[src/rtl/lbt_pkg.sv]
package lbt_pkg;
  typedef enum logic [1:0] {
    ST_IDLE = 2'd0,
    ST_RUN  = 2'd1,
    ST_DONE = 2'd2,
    ST_TOUT = 2'd3
  } lbt_state_e;
endpackage

[src/rtl/lbt_match_detect.sv]
module lbt_match_detect #(
  parameter int DW = 32
) (
  input  logic          valid_i,
  input  logic [DW-1:0] data_i,
  input  logic [DW-1:0] marker_i,
  input  logic [DW-1:0] fill_i,
  output logic          hit_o
);
  logic is_marker;
  logic is_fill;

  always_comb begin
    is_marker = (data_i == marker_i);
    is_fill   = (data_i == fill_i);
    hit_o     = valid_i && is_marker && !is_fill;
  end
endmodule

[src/rtl/lbt_echo_path.sv]
module lbt_echo_path #(
  parameter int DW = 32
) (
  input  logic          clk,
  input  logic          rst_n,
  input  logic          in_valid_i,
  input  logic [DW-1:0] in_data_i,
  input  logic          inject_i,
  input  logic [DW-1:0] marker_i,
  output logic          out_valid_o,
  output logic [DW-1:0] out_data_o
);
  logic          vld_q;
  logic [DW-1:0] dat_q;
  logic [DW-1:0] dat_n;
  logic          dat_en;

  always_comb begin
    dat_en = in_valid_i;
    dat_n  = inject_i ? marker_i : in_data_i;
  end

  always_ff @(posedge clk or negedge rst_n) begin
    if (!rst_n) begin
      vld_q <= 1'b0;
      dat_q <= '0;
    end else begin
      vld_q <= in_valid_i;
      if (dat_en) dat_q <= dat_n;
    end
  end

  assign out_valid_o = vld_q;
  assign out_data_o  = dat_q;
endmodule

[src/rtl/lbt_timer_ctrl.sv]
module lbt_timer_ctrl
  import lbt_pkg::*;
#(
  parameter int CW = 16
) (
  input  logic          clk,
  input  logic          rst_n,
  input  logic          arm_i,
  input  logic          hit_i,
  output logic          busy_o,
  output logic          done_o,
  output logic          timeout_o,
  output logic [CW-1:0] count_o
);
  localparam logic [CW-1:0] CNT_MAX = {CW{1'b1}};

  lbt_state_e    st_q, st_n;
  logic [CW-1:0] cnt_q, cnt_n;
  logic          cnt_en;
  logic          at_max;

  always_comb begin
    st_n   = st_q;
    cnt_n  = cnt_q;
    at_max = (cnt_q == CNT_MAX);
    cnt_en = arm_i || (st_q == ST_RUN);
    if (arm_i) begin
      st_n  = ST_RUN;
      cnt_n = '0;
    end else if (st_q == ST_RUN) begin
      if (hit_i) begin
        st_n  = ST_DONE;
        cnt_n = at_max ? cnt_q : cnt_q + 1'b1;
      end else if (at_max) begin
        st_n = ST_TOUT;
      end else begin
        cnt_n = cnt_q + 1'b1;
      end
    end
  end

  always_ff @(posedge clk or negedge rst_n) begin
    if (!rst_n) begin
      st_q  <= ST_IDLE;
      cnt_q <= '0;
    end else begin
      st_q <= st_n;
      if (cnt_en) cnt_q <= cnt_n;
    end
  end

  assign busy_o    = (st_q == ST_RUN);
  assign done_o    = (st_q == ST_DONE);
  assign timeout_o = (st_q == ST_TOUT);
  assign count_o   = cnt_q;
endmodule

[src/rtl/lbt_latency_timer.sv]
module lbt_latency_timer #(
  parameter int DW = 32,
  parameter int CW = 16
) (
  input  logic          clk,
  input  logic          rst_n,
  input  logic          arm_i,
  input  logic [DW-1:0] fill_i,
  input  logic [DW-1:0] marker_i,
  input  logic          in_valid_i,
  input  logic [DW-1:0] in_data_i,
  output logic          out_valid_o,
  output logic [DW-1:0] out_data_o,
  output logic          busy_o,
  output logic          done_o,
  output logic          timeout_o,
  output logic [CW-1:0] count_o
);
  logic hit;
  logic running;

  lbt_match_detect #(.DW(DW)) u_match (
    .valid_i  (in_valid_i && running),
    .data_i   (in_data_i),
    .marker_i (marker_i),
    .fill_i   (fill_i),
    .hit_o    (hit)
  );

  lbt_timer_ctrl #(.CW(CW)) u_ctrl (
    .clk       (clk),
    .rst_n     (rst_n),
    .arm_i     (arm_i),
    .hit_i     (hit),
    .busy_o    (running),
    .done_o    (done_o),
    .timeout_o (timeout_o),
    .count_o   (count_o)
  );

  lbt_echo_path #(.DW(DW)) u_echo (
    .clk         (clk),
    .rst_n       (rst_n),
    .in_valid_i  (in_valid_i),
    .in_data_i   (in_data_i),
    .inject_i    (running),
    .marker_i    (marker_i),
    .out_valid_o (out_valid_o),
    .out_data_o  (out_data_o)
  );

  assign busy_o = running;
endmodule

[config.mk]
export PLATFORM = sky130hd
export DESIGN_NAME = lbt_latency_timer
export DESIGN_NICKNAME = d
export VERILOG_FILES = /design/src/rtl/lbt_pkg.sv /design/src/rtl/lbt_match_detect.sv /design/src/rtl/lbt_echo_path.sv /design/src/rtl/lbt_timer_ctrl.sv /design/src/rtl/lbt_latency_timer.sv
export SDC_FILE = /design/constraint.sdc
export NUM_CORES = 1
export LEC_CHECK = 0
export ABC_AREA = 1
export BUFFER_PORTS_ARGS = -buffer_cell sky130_fd_sc_hd__buf_2
export CAP_MARGIN = 20
export CORE_ASPECT_RATIO = 1.75
export CORE_MARGIN = 1.5
export CORE_UTILIZATION = 51
export CTS_BUF_LIST = sky130_fd_sc_hd__clkbuf_16
export DETAILED_ROUTE_END_ITERATION = 6
export PLACE_DENSITY = 0.91
export SYNTH_ARGS = -nofsm -noshare
export SYNTH_HDL_FRONTEND = slang
export SYNTH_HIERARCHICAL = 1
export SYNTH_SLANG_ARGS = --single-unit
export TNS_END_PERCENT = 20
[constraint.sdc]
create_clock -name clk -period 2.34 [get_ports clk]
set_input_delay 0.117 -clock clk [delete_from_list [all_inputs] [get_ports clk]]
set_output_delay 0.117 -clock clk [all_outputs]
set_load 0.1 [all_outputs]
==> results of run 1 <==
==> flip-flops by register name (all words and copies together) (netlist names) <==
signal / count
u_echo/out_data_o: 32
u_ctrl/count_o: 16
u_ctrl/st_q: 2
u_echo/out_valid_o: 1
==> report_power, final <==
| part | switching (uW) | total, uW | internal, uW |
|---|---|---|---|
| Combinational | 1750 | 2130 | 382 |
| Sequential | 89.9 | 1120 | 1030 |
| Clock | 311 | 692 | 381 |
==> critical path: stages, from the launching register on <==
cell and delay [ns]:
sky130_fd_sc_hd__dfrtp_1 0.39, sky130_fd_sc_hd__inv_1 0.07, sky130_fd_sc_hd__nand2_1 0.12, sky130_fd_sc_hd__clkinvlp_4 0.10, sky130_fd_sc_hd__buf_4 0.39, sky130_fd_sc_hd__buf_2 0.52
==> final cells by class <==
type                       instances  area share, %
clock buffer                       5           2.50
clock inverter                     1         0.0751
inverter                         149           11.3
timing repair buffer             156           15.9
sequential                        51           25.5
multi-input combinational        475           42.4
tap                               90           2.25
==> cells in the final DEF, fill, tap and decap left out, drive strengths merged, types with 2 or more instances in the layout <==
master	n
o22ai	2
clkbuf	5
nand4	3
buf	155
nor2	56
nand2	310
xnor2	7
xor2	29
dfrtp	51
inv	149
nand3	43
o21ai	19
==> per-layer routing <==
metal  routed length [microns]  vias to the layer above
met1                      4400                     1994
met3                       777                       36
li1                          -                     2289
met4                       535                        0
met2                      6380                      177
met5                         0                        -
==> timing repair <==
item                                   4_1_cts  5_1_grt
gates resized for setup                      0        0
endpoints found under the hold margin       51        0
hold buffers                                 1        0
==> stage by stage <==
stage	util, %	hold slack, ns
3_3_place_gp	61.9	0.119
6_report	63.7	0.134
5_1_grt	63.7	0.147
2_1_floorplan	-	-0.179
4_1_cts	63.7	0.131
3_5_place_dp	61.9	0.125
==> cells by family after synthesis <==
kind of cell | after synthesis | share of synthesized area [%]
adder cells (fa/ha/maj) | 1 | 0.306
flip-flops | 51 | 31.2
XOR/XNOR | 36 | 7.71
AO/OA/AOI/OAI | 25 | 3.70
buffers and inverters | 164 | 16.9
AND/OR/NAND/NOR | 413 | 40.2
==> path summary, 6_finish.rpt <==
check,end,slack (ns),cells after the start
worst max register to register,u_ctrl/st_q[1],0.43,17
min in group asynchronous,u_echo/out_data_o[31],0.34,3
worst max-delay path,busy_o,0.32,5
worst min-delay path,u_ctrl/count_o[6],0.13,4
max in group asynchronous,u_ctrl/count_o[10],1.66,3
worst min register to register,u_echo/out_data_o[24],0.48,2
==> impl_results.md, run 1 <==
- Worst setup slack after placement: 0.455 ns
- Max-Cap Viols: 0
- Most numerous cell types in the synthesized netlist: sky130_fd_sc_hd__nand2_1, sky130_fd_sc_hd__inv_1, sky130_fd_sc_hd__nor2_1
- Cell area after layout: 5000 sq um
- Relative slew margins: 60.0%
- Per-cell routed wire length: 13.0 microns
- Count of mapped cells out of synthesis: 690
- Global-route wire length before repair: 18.8 mm
- Static power due to leakage: 0.00319 uW
- Worst-path maximum fanout: 37
- Final-report setup violation count: 0
- Library cell occupying the most area in the post-synthesis netlist: sky130_fd_sc_hd__dfrtp_1
- Number of iterations in the first detailed-routing pass: 5
- Combined global-route utilization of all metal layers: 27.9%
- Residual DRC count: 0
- Number of unique standard cell types used by synthesis: 28
- Pin count of the biggest net entering global routing: 38
- Count leader, synth: sky130_fd_sc_hd__nand2_1
- Final weighted congestion in routability-driven placement: 0.863
- Min setup slack post-route: 0.323 ns
- Starting DRC count in detailed routing: 279
- Top FF cell, synth: sky130_fd_sc_hd__dfrtp_1
- Total length of routed wires: 12.1 mm
- H-Tree Level Count: 2
- Effective utilization at floorplan: 52.1%
- Post-synthesis cell area: 4090 sq um
- CTS max path bufs: 2
- Worst slew pin tran: 0.599 ns
- Launching instance or port of the critical path: u_ctrl/st_q[1]
- Outcome: finished, final reports clean
- Area occupied by multi-input gates: 2120 sq um
- IO buf count: 151
- Vias in the first global route: 4325
- Post-CTS clock slew at the launch and capture registers of the worst setup and hold paths: 0.06 ns
- Number of enable flip-flop cells after synthesis: 0
- Final period utilization: 86.2%
- Count of nets after finishing: 939
- Worst flop-to-flop path startpoint: u_ctrl/st_q[1]
- Area share of the largest cell type after synthesis: 31.2%
- Critical hold path startpoint: arm_i
- CTS buffer count: 5
- Final number of hold-violating endpoints: 0
- Maximum clock rate: 496 MHz
- HPWL after detailed placement: 9.19 mm
- Register Area: 1280 sq um
- Power consumption: 3940 uW
- Syn avg cell area: 5.93 sq um
- Count of inserted antenna diode cells: 0
- Fraction of layout cells with a size suffix above 1: 21.4%
- Via count: 4496
- Root buffer cell: sky130_fd_sc_hd__clkbuf_16
- Sequential cell area fraction in the yosys report: 31.2%
- Global route hottest layer: met2
- Crit path capture type: output pin
- Remaining global-route overflow: 0
- DR vias/cell: 4.85
- Hold crit path type: in -> reg
- Clock tree from TritonCTS: yes
- Global routing usage on met3: 4.98%
- # IOs: 152
- Core Box Area: 7860 sq um
- Crit Path Category: reg -> out
- Net count after synthesis: 791
- RSZ-0062 raised after global routing: false
- Post-CTS setup-driven buffer insertion count: 0
- Insertion delay of the later-clocked pin in the worst-skew pair: 0.29 ns
- Flops & latches, synth: 51
- Highest ir drop seen on vdd: 501 uV
- Yosys warnings: 6
- Antenna violations before repair: 0
- Startpoint Class: flop
- P&R area growth vs syn: 22.2%
- Share of synthesized flip-flops with an asynchronous set or reset: 100%
- Met1 usage: 27.9%
- Post-placement cell count: 920
- Count of filler cells inserted in the layout: 735
- FP Rows: 43
- Cell area reported after detailed placement: 4860 sq um
- Final antenna-violating net count: 0
- Data required time at the worst endpoint: 2.22 ns
- Setup tns final: 0 ns
- Non-filler cells in the finished layout: 927
- M2 GR Usage: 52.6%
- Width of the die: 70.7 microns
- Fin Clk Skew: 0.00288 ns
- Count of clock tree sinks: 51
- Die Y: 121 microns
- Floorplan die area: 8590 sq um
- Worst EP arrival: 1.90 ns
- Pwr/cell area: 787 nW/um^2
- Final count of pins violating max slew: 0
- Cells taking the most area after synthesis: sky130_fd_sc_hd__dfrtp_1, sky130_fd_sc_hd__nand2_1, sky130_fd_sc_hd__inv_1, sky130_fd_sc_hd__xor2_1, sky130_fd_sc_hd__nand3_1
- Shortest period the worst path allows: 2.02 ns
No activity file was read; power rests on OpenSTA's default activity.
==> inputs of run 2 (changes only) <==
- PLACE_DENSITY: 0.91 -> not set
- PLACE_DENSITY_LB_ADDON: not set -> 0.25
- clock period: 2.34 -> 2.1 ns (I/O delays scaled with it)
==> run 2 against run 1 <==
Register-to-register slack got worse by 0.25 ns. Flip-flop and latch count unchanged. Largest cell class unchanged. Routed wire length rose by 0.61%. Non-clock buffer count did not move. Worst setup slack got worse by 0.20 ns. Hold slack gained 0.0036 ns. Critical path type unchanged. Global-route usage rose by 1.0 points. Cell area rose by 0.93%.
==> impl_results.md, run 2 (synthesis results as in run 1) <==
- Outcome: finished, final reports clean
- Worst EP arrival: 1.87 ns (-0.03 ns)
- Hold-critical path endpoint: u_echo/out_data_o[10]
- Register Area: 1280 sq um (+0.20%)
- Static power due to leakage: 0.00321 uW (+0.39%)
- Floorplan die area: 8590 sq um (unchanged)
- Fin Clk Skew: 0.00261 ns (-0.000270 ns)
- Vias in the first global route: 4383 (+1.3%)
- Cell area after layout: 5050 sq um (+0.93%)
- Post-CTS clock slew at the launch and capture registers of the worst setup and hold paths: 0.07 ns (about the same)
- Pwr/cell area: 901 nW/um^2 (+14%)
- Final period utilization: 94.1%
- Shortest period the worst path allows: 1.98 ns
- Core Box Area: 7860 sq um (unchanged)
- Critical hold path startpoint: marker_i[10]
- Largest incremental delay on the critical path: 0.51 ns (about the same)
- Relative slew margins: 61.1% (+1.1 points)
- Area occupied by multi-input gates: 2130 sq um (+0.41%)
- CTS buffer count: 5 (unchanged)
- Maximum clock rate: 506 MHz
- Final number of hold-violating endpoints: 0 (unchanged)
- Final count of pins violating max slew: 0 (unchanged)
- Final weighted congestion in routability-driven placement: 0.872 (+1.0%)
- Worst flop-to-flop path startpoint: u_ctrl/st_q[1]
- Remaining global-route overflow: 0 (unchanged)
- Starting DRC count in detailed routing: 281 (+0.72%)
- Die Y: 121 microns (unchanged)
- Worst-path maximum fanout: 37 (unchanged)
- RSZ-0062 raised after global routing: false
- Post-placement cell count: 920 (unchanged)
- Final-report setup violation count: 0 (unchanged)
- Count of filler cells inserted in the layout: 778 (+5.9%)
- Max-Cap Viols: 0 (unchanged)
- Leading cell types in the layout, fill and taps excluded: sky130_fd_sc_hd__nand2_1, sky130_fd_sc_hd__buf_2, sky130_fd_sc_hd__inv_1
- Worst path slowest cell: sky130_fd_sc_hd__buf_2
- Insertion delay of the later-clocked pin in the worst-skew pair: 0.29 ns (about the same)
- Count of nets after finishing: 939 (unchanged)
- Critical-path cell list: inv_1, nand2_2, clkinvlp_4, buf_4, buf_2
- Number of iterations in the first detailed-routing pass: 5 (unchanged)
- Crit path capture type: output pin
- Highest ir drop seen on vdd: 594 uV (+19%)
- FP Rows: 43 (unchanged)
- P&R area growth vs syn: 23.4%
- Via count: 4514 (+0.40%)
- HPWL after detailed placement: 9.38 mm (+2.1%)
- CTS max path bufs: 2 (unchanged)
- H-Tree Level Count: 2 (unchanged)
- # IOs: 152 (unchanged)
- Count of clock tree sinks: 51 (unchanged)
- FF-to-FF setup slack: 0.18 ns (-0.25 ns)
- Combined global-route utilization of all metal layers: 28.9% (+1.0 points)
- DR vias/cell: 4.86 (+0.18%)
- Data required time at the worst endpoint: 2.00 ns (-0.22 ns)
- Antenna violations before repair: 0 (unchanged)
- Root buffer cell: sky130_fd_sc_hd__clkbuf_16
- Non-filler cells in the finished layout: 929 (+0.22%)
- Pin count of the biggest net entering global routing: 38 (unchanged)
- Residual DRC count: 0 (unchanged)
- Destination of the worst register-to-register timing path: u_ctrl/st_q[1]
- Post-CTS setup-driven buffer insertion count: 0 (unchanged)
- Per-cell routed wire length: 13.1 microns (+0.40%)
- Worst slew pin tran: 0.582 ns (-0.0161 ns)
- Cell area reported after detailed placement: 4860 sq um (about the same)
- Startpoint Class: flop
- Leading cell type in the layout, fill and taps excluded: sky130_fd_sc_hd__nand2_1
- Width of the die: 70.7 microns (unchanged)
- Crit Path Category: reg -> out
- Flip-flop count of the largest register after layout: 32 (unchanged)
- Final antenna-violating net count: 0 (unchanged)
- Clock tree from TritonCTS: yes
- Setup tns final: 0 ns (unchanged)
- Total length of routed wires: 12.2 mm (+0.61%)
- Hold Path Depth: 5 (+1)
- Count of inserted antenna diode cells: 0 (unchanged)
- Fraction of layout cells with a size suffix above 1: 22.2% (+0.78 points)
- Global-route wire length before repair: 19.6 mm (+4.5%)
- Effective utilization at floorplan: 52.1% (unchanged)
- Hold crit path type: in -> reg
- IO buf count: 151 (unchanged)
- Reg2reg path depth: 17 (unchanged)
## run 2: cell types whose count changed in the layout (fill, tap and decap cells not counted)
cell	change
sky130_fd_sc_hd__dfrtp_1	-2
sky130_fd_sc_hd__dfrtp_2	+2
sky130_fd_sc_hd__bufinv_16	+1
sky130_fd_sc_hd__clkinv_1	+1
sky130_fd_sc_hd__clkinv_2	+1
sky130_fd_sc_hd__inv_1	-1
sky130_fd_sc_hd__nand2_1	-1
sky130_fd_sc_hd__nand2_2	+1
sky130_fd_sc_hd__nor2_1	-1
sky130_fd_sc_hd__nor2_2	+1
sky130_fd_sc_hd__o21ai_1	-1
sky130_fd_sc_hd__o21ai_2	+1
## run 2: what timing repair did
action                                  4_1_cts  5_1_grt
endpoints found under the hold margin        23        0
endpoints found under the setup margin        0        3
hold buffers                                  1        0
gates resized for setup                       0        3
## run 2: layout make-up
type                       instances  share of cell area [%]
clock inverter                     3                   0.768
timing repair buffer             156                    15.8
multi-input combinational        475                    42.2
tap                               90                    2.23
clock buffer                       5                    2.48
inverter                         149                    11.2
sequential                        51                    25.3
## run 2: worst max-delay path by stage
stage	startpoint	endpoint	cells after the start
final	u_ctrl/st_q[1]	busy_o	5
after floorplan	u_ctrl/st_q[1]	u_ctrl/st_q[1]	17
after global routing	u_ctrl/st_q[1]	busy_o	5
after detailed placement	u_ctrl/st_q[1]	u_ctrl/st_q[1]	17
after CTS	u_ctrl/st_q[1]	busy_o	5
after global placement	u_ctrl/st_q[1]	u_ctrl/st_q[1]	17
## run 2: through the flow
step | setup WS, ns | power [uW] | hold slack [ns] | utilization (%)
2_1_floorplan | 0.0109 | 3170 | -0.191 | -
3_3_place_gp | 0.313 | 3590 | -0.0416 | 61.9
3_5_place_dp | 0.117 | 3630 | -0.0348 | 61.9
4_1_cts | 0.0852 | 4560 | 0.132 | 64.1
5_1_grt | 0.0419 | 4780 | 0.163 | 64.3
6_report | 0.124 | 4550 | 0.137 | 64.3
## run 2: power breakdown
part           internal [uW]  switching (uW)
registers               1150             109
logic                    429            1940
clock network            557             367
## run 2: critical path: cells and delay by family (launching register included)
family        cells  cell delay [ns]
simple gates      1             0.11
buf+inv           4             1.08
flops             1             0.40
## run 2: routing by layer
layer  vias up  wire length (microns)  track usage, %
li1       2293                      -               -
met2       149                   6720            54.2
met5         -                      0               0
met4         0                    505            16.9
met3        29                    671            4.65
met1      2043                   4270            29.0
==> inputs of run 3 (changes only) <==
==> constraint.sdc (replaced) <==
create_clock -name clk -period 2.1 [get_ports clk]
set_input_delay 0 -clock clk [delete_from_list [all_inputs] [get_ports clk]]
set_output_delay 0 -clock clk [all_outputs]
set_load 0.1 [all_outputs]
==> run 3 against run 2 <==
Die area is the same. Register-to-register slack gained 0.10 ns. Worst setup slack gained 0.14 ns. First-iteration DRC count shrank 0.36%. Clock skew is essentially flat. Via count shrank 0.11%. Critical endpoint unchanged. Largest power group unchanged.
==> impl_results.md, run 3 (synthesis results as in run 1) <==
- Leading cell types in the layout, fill and taps excluded: sky130_fd_sc_hd__nand2_1, sky130_fd_sc_hd__buf_2, sky130_fd_sc_hd__inv_1
- Antenna violations before repair: 0 (unchanged)
- Final weighted congestion in routability-driven placement: 0.876 (+0.46%)
- Hold crit path type: in -> reg
- Core Box Area: 7860 sq um (unchanged)
- Fin Clk Skew: 0.00307 ns (+0.000457 ns)
- Crit Path Category: reg -> out
- Root buffer cell: sky130_fd_sc_hd__clkbuf_16
- Remaining global-route overflow: 0 (unchanged)
- FP Rows: 43 (unchanged)
- Number of iterations in the first detailed-routing pass: 7 (+2)
- Setup tns final: 0 ns (unchanged)
- HPWL after detailed placement: 9.26 mm (-1.3%)
- RSZ-0062 raised after global routing: false
- Maximum clock rate: 544 MHz (+7.4%)
- CTS buffer count: 5 (unchanged)
- Width of the die: 70.7 microns (unchanged)
- Stages on the worst setup path: 5 (unchanged)
- Final count of pins violating max slew: 0 (unchanged)
- Vias in the first global route: 4269 (-2.6%)
- Starting DRC count in detailed routing: 280 (-0.36%)
- CTS max path bufs: 2 (unchanged)
- Flip-flop count of the largest register after layout: 32 (unchanged)
- Worst-path maximum fanout: 37 (unchanged)
- Buffers and inverters on the worst path: 4 (unchanged)
- Final number of hold-violating endpoints: 0 (unchanged)
- Count of clock tree sinks: 51 (unchanged)
- Combined global-route utilization of all metal layers: 28.4% (-0.50 points)
- Residual DRC count: 0 (unchanged)
- Worst path slowest cell: sky130_fd_sc_hd__buf_2
- Worst slew pin tran: 0.604 ns (+0.0214 ns)
- Global-route wire length before repair: 19.1 mm (-2.4%)
- IO buf count: 151 (unchanged)
- Final antenna-violating net count: 0 (unchanged)
- Post-CTS clock slew at the launch and capture registers of the worst setup and hold paths: 0.07 ns (about the same)
- Effective utilization at floorplan: 52.1% (unchanged)
- Total length of routed wires: 12.1 mm (-0.78%)
- Die Y: 121 microns (unchanged)
- Pin count of the biggest net entering global routing: 38 (unchanged)
- Crit path capture type: output pin
- # IOs: 152 (unchanged)
- Count of inserted antenna diode cells: 0 (unchanged)
- Final period utilization: 87.6% (-6.5 points)
- Clock tree from TritonCTS: yes
- Via count: 4509 (-0.11%)
- Highest ir drop seen on vdd: 566 uV (-4.7%)
- Insertion delay of the later-clocked pin in the worst-skew pair: 0.29 ns (about the same)
- Dominant delay contributor by cell family on the critical path: buffers and inverters
- Reg2reg path depth: 17 (unchanged)
- Final-report setup violation count: 0 (unchanged)
- Startpoint Class: flop
- Leading cell type in the layout, fill and taps excluded: sky130_fd_sc_hd__nand2_1
- Per-cell routed wire length: 13.0 microns (-0.67%)
- Pwr/cell area: 899 nW/um^2 (-0.19%)
- Shortest period the worst path allows: 1.84 ns (-0.136 ns)
- Critical-path cell list: inv_1, nand2_2, clkinvlp_4, buf_4, buf_2
- Count of nets after finishing: 938 (-0.11%)
- Fraction of layout cells with a size suffix above 1: 22.1% (-0.093 points)
- Relative slew margins: 59.7% (-1.4 points)
- Static power due to leakage: 0.00321 uW (about the same)
- DR vias/cell: 4.86 (about the same)
- P&R area growth vs syn: 23.5% (about the same)
- Floorplan die area: 8590 sq um (unchanged)
- H-Tree Level Count: 2 (unchanged)
- Hold WS: 0.0280 ns (-0.109 ns)
- Data required time at the worst endpoint: 2.10 ns (+0.10 ns)
- Outcome: finished, final reports clean
- Max-Cap Viols: 0 (unchanged)
- Hold Path Depth: 5 (unchanged)
- Count of filler cells inserted in the layout: 781 (+0.39%)
- Largest incremental delay on the critical path: 0.51 ns (about the same)
- Worst EP arrival: 1.84 ns (-0.03 ns)
-- run 3: power breakdown --
| part | switching [uW] | internal [uW] | total [uW] |
|---|---|---|---|
| clock | 373 | 557 | 930 |
| combinational | 1930 | 430 | 2360 |
| sequential | 106 | 1150 | 1250 |
-- run 3: per-stage QoR --
step	cell area [sq um]	total power (uW)	setup slack (ns)	utilization [%]	instances
after global routing	5050	4760	0.0318	64.3	928
after floorplan	4100	3170	0.0109	-	690
after CTS	5040	4570	0.144	64.2	928
after detailed placement	4870	3630	0.162	62.0	919
after global placement	4870	3590	0.306	62.0	919
final	5050	4540	0.260	64.3	928
-- run 3: layout make-up --
class | instances | area (sq um) | share of cell area [%]
timing repair buffer | 155 | 801 | 15.8
clock buffer | 5 | 125 | 2.48
clock inverter | 3 | 38.8 | 0.768
multi-input combinational | 475 | 2130 | 42.2
tap | 90 | 113 | 2.23
sequential | 51 | 1280 | 25.3
inverter | 149 | 566 | 11.2
-- run 3: worst min-delay path, stage by stage --
cell and delay [ns]:
sky130_fd_sc_hd__buf_2 0.10, sky130_fd_sc_hd__inv_1 0.04, sky130_fd_sc_hd__nand2_1 0.05, sky130_fd_sc_hd__nand3_1 0.06
sky130_fd_sc_hd__nand2_1 0.05
-- run 3: what timing repair did --
action,in CTS,in global routing
hold endpoints to repair,20,0
buffers inserted,0,0
resized for setup,0,3
hold buffers,1,0
setup endpoints to repair,0,2
-- run 3: worst paths after layout --
path                                        from               endpoint  slack [ns]
min                                 marker_i[12]  u_echo/out_data_o[12]        0.03
min in group asynchronous                  rst_n  u_echo/out_data_o[12]        0.22
max                               u_ctrl/st_q[1]                 busy_o        0.26
min reg2reg                u_echo/out_data_o[13]  u_echo/out_data_o[13]        0.47
max reg2reg                       u_ctrl/st_q[1]         u_ctrl/st_q[1]        0.28
max in group asynchronous                  rst_n      u_ctrl/count_o[1]        1.31
-- run 3: layer usage --
| layer | track usage [%] | part of all wire [%] |
|---|---|---|
| met5 | 0 | 0 |
| met4 | 14.4 | 4.2 |
| met3 | 5.15 | 5.0 |
| met2 | 54.3 | 54 |
| met1 | 28.2 | 37 |
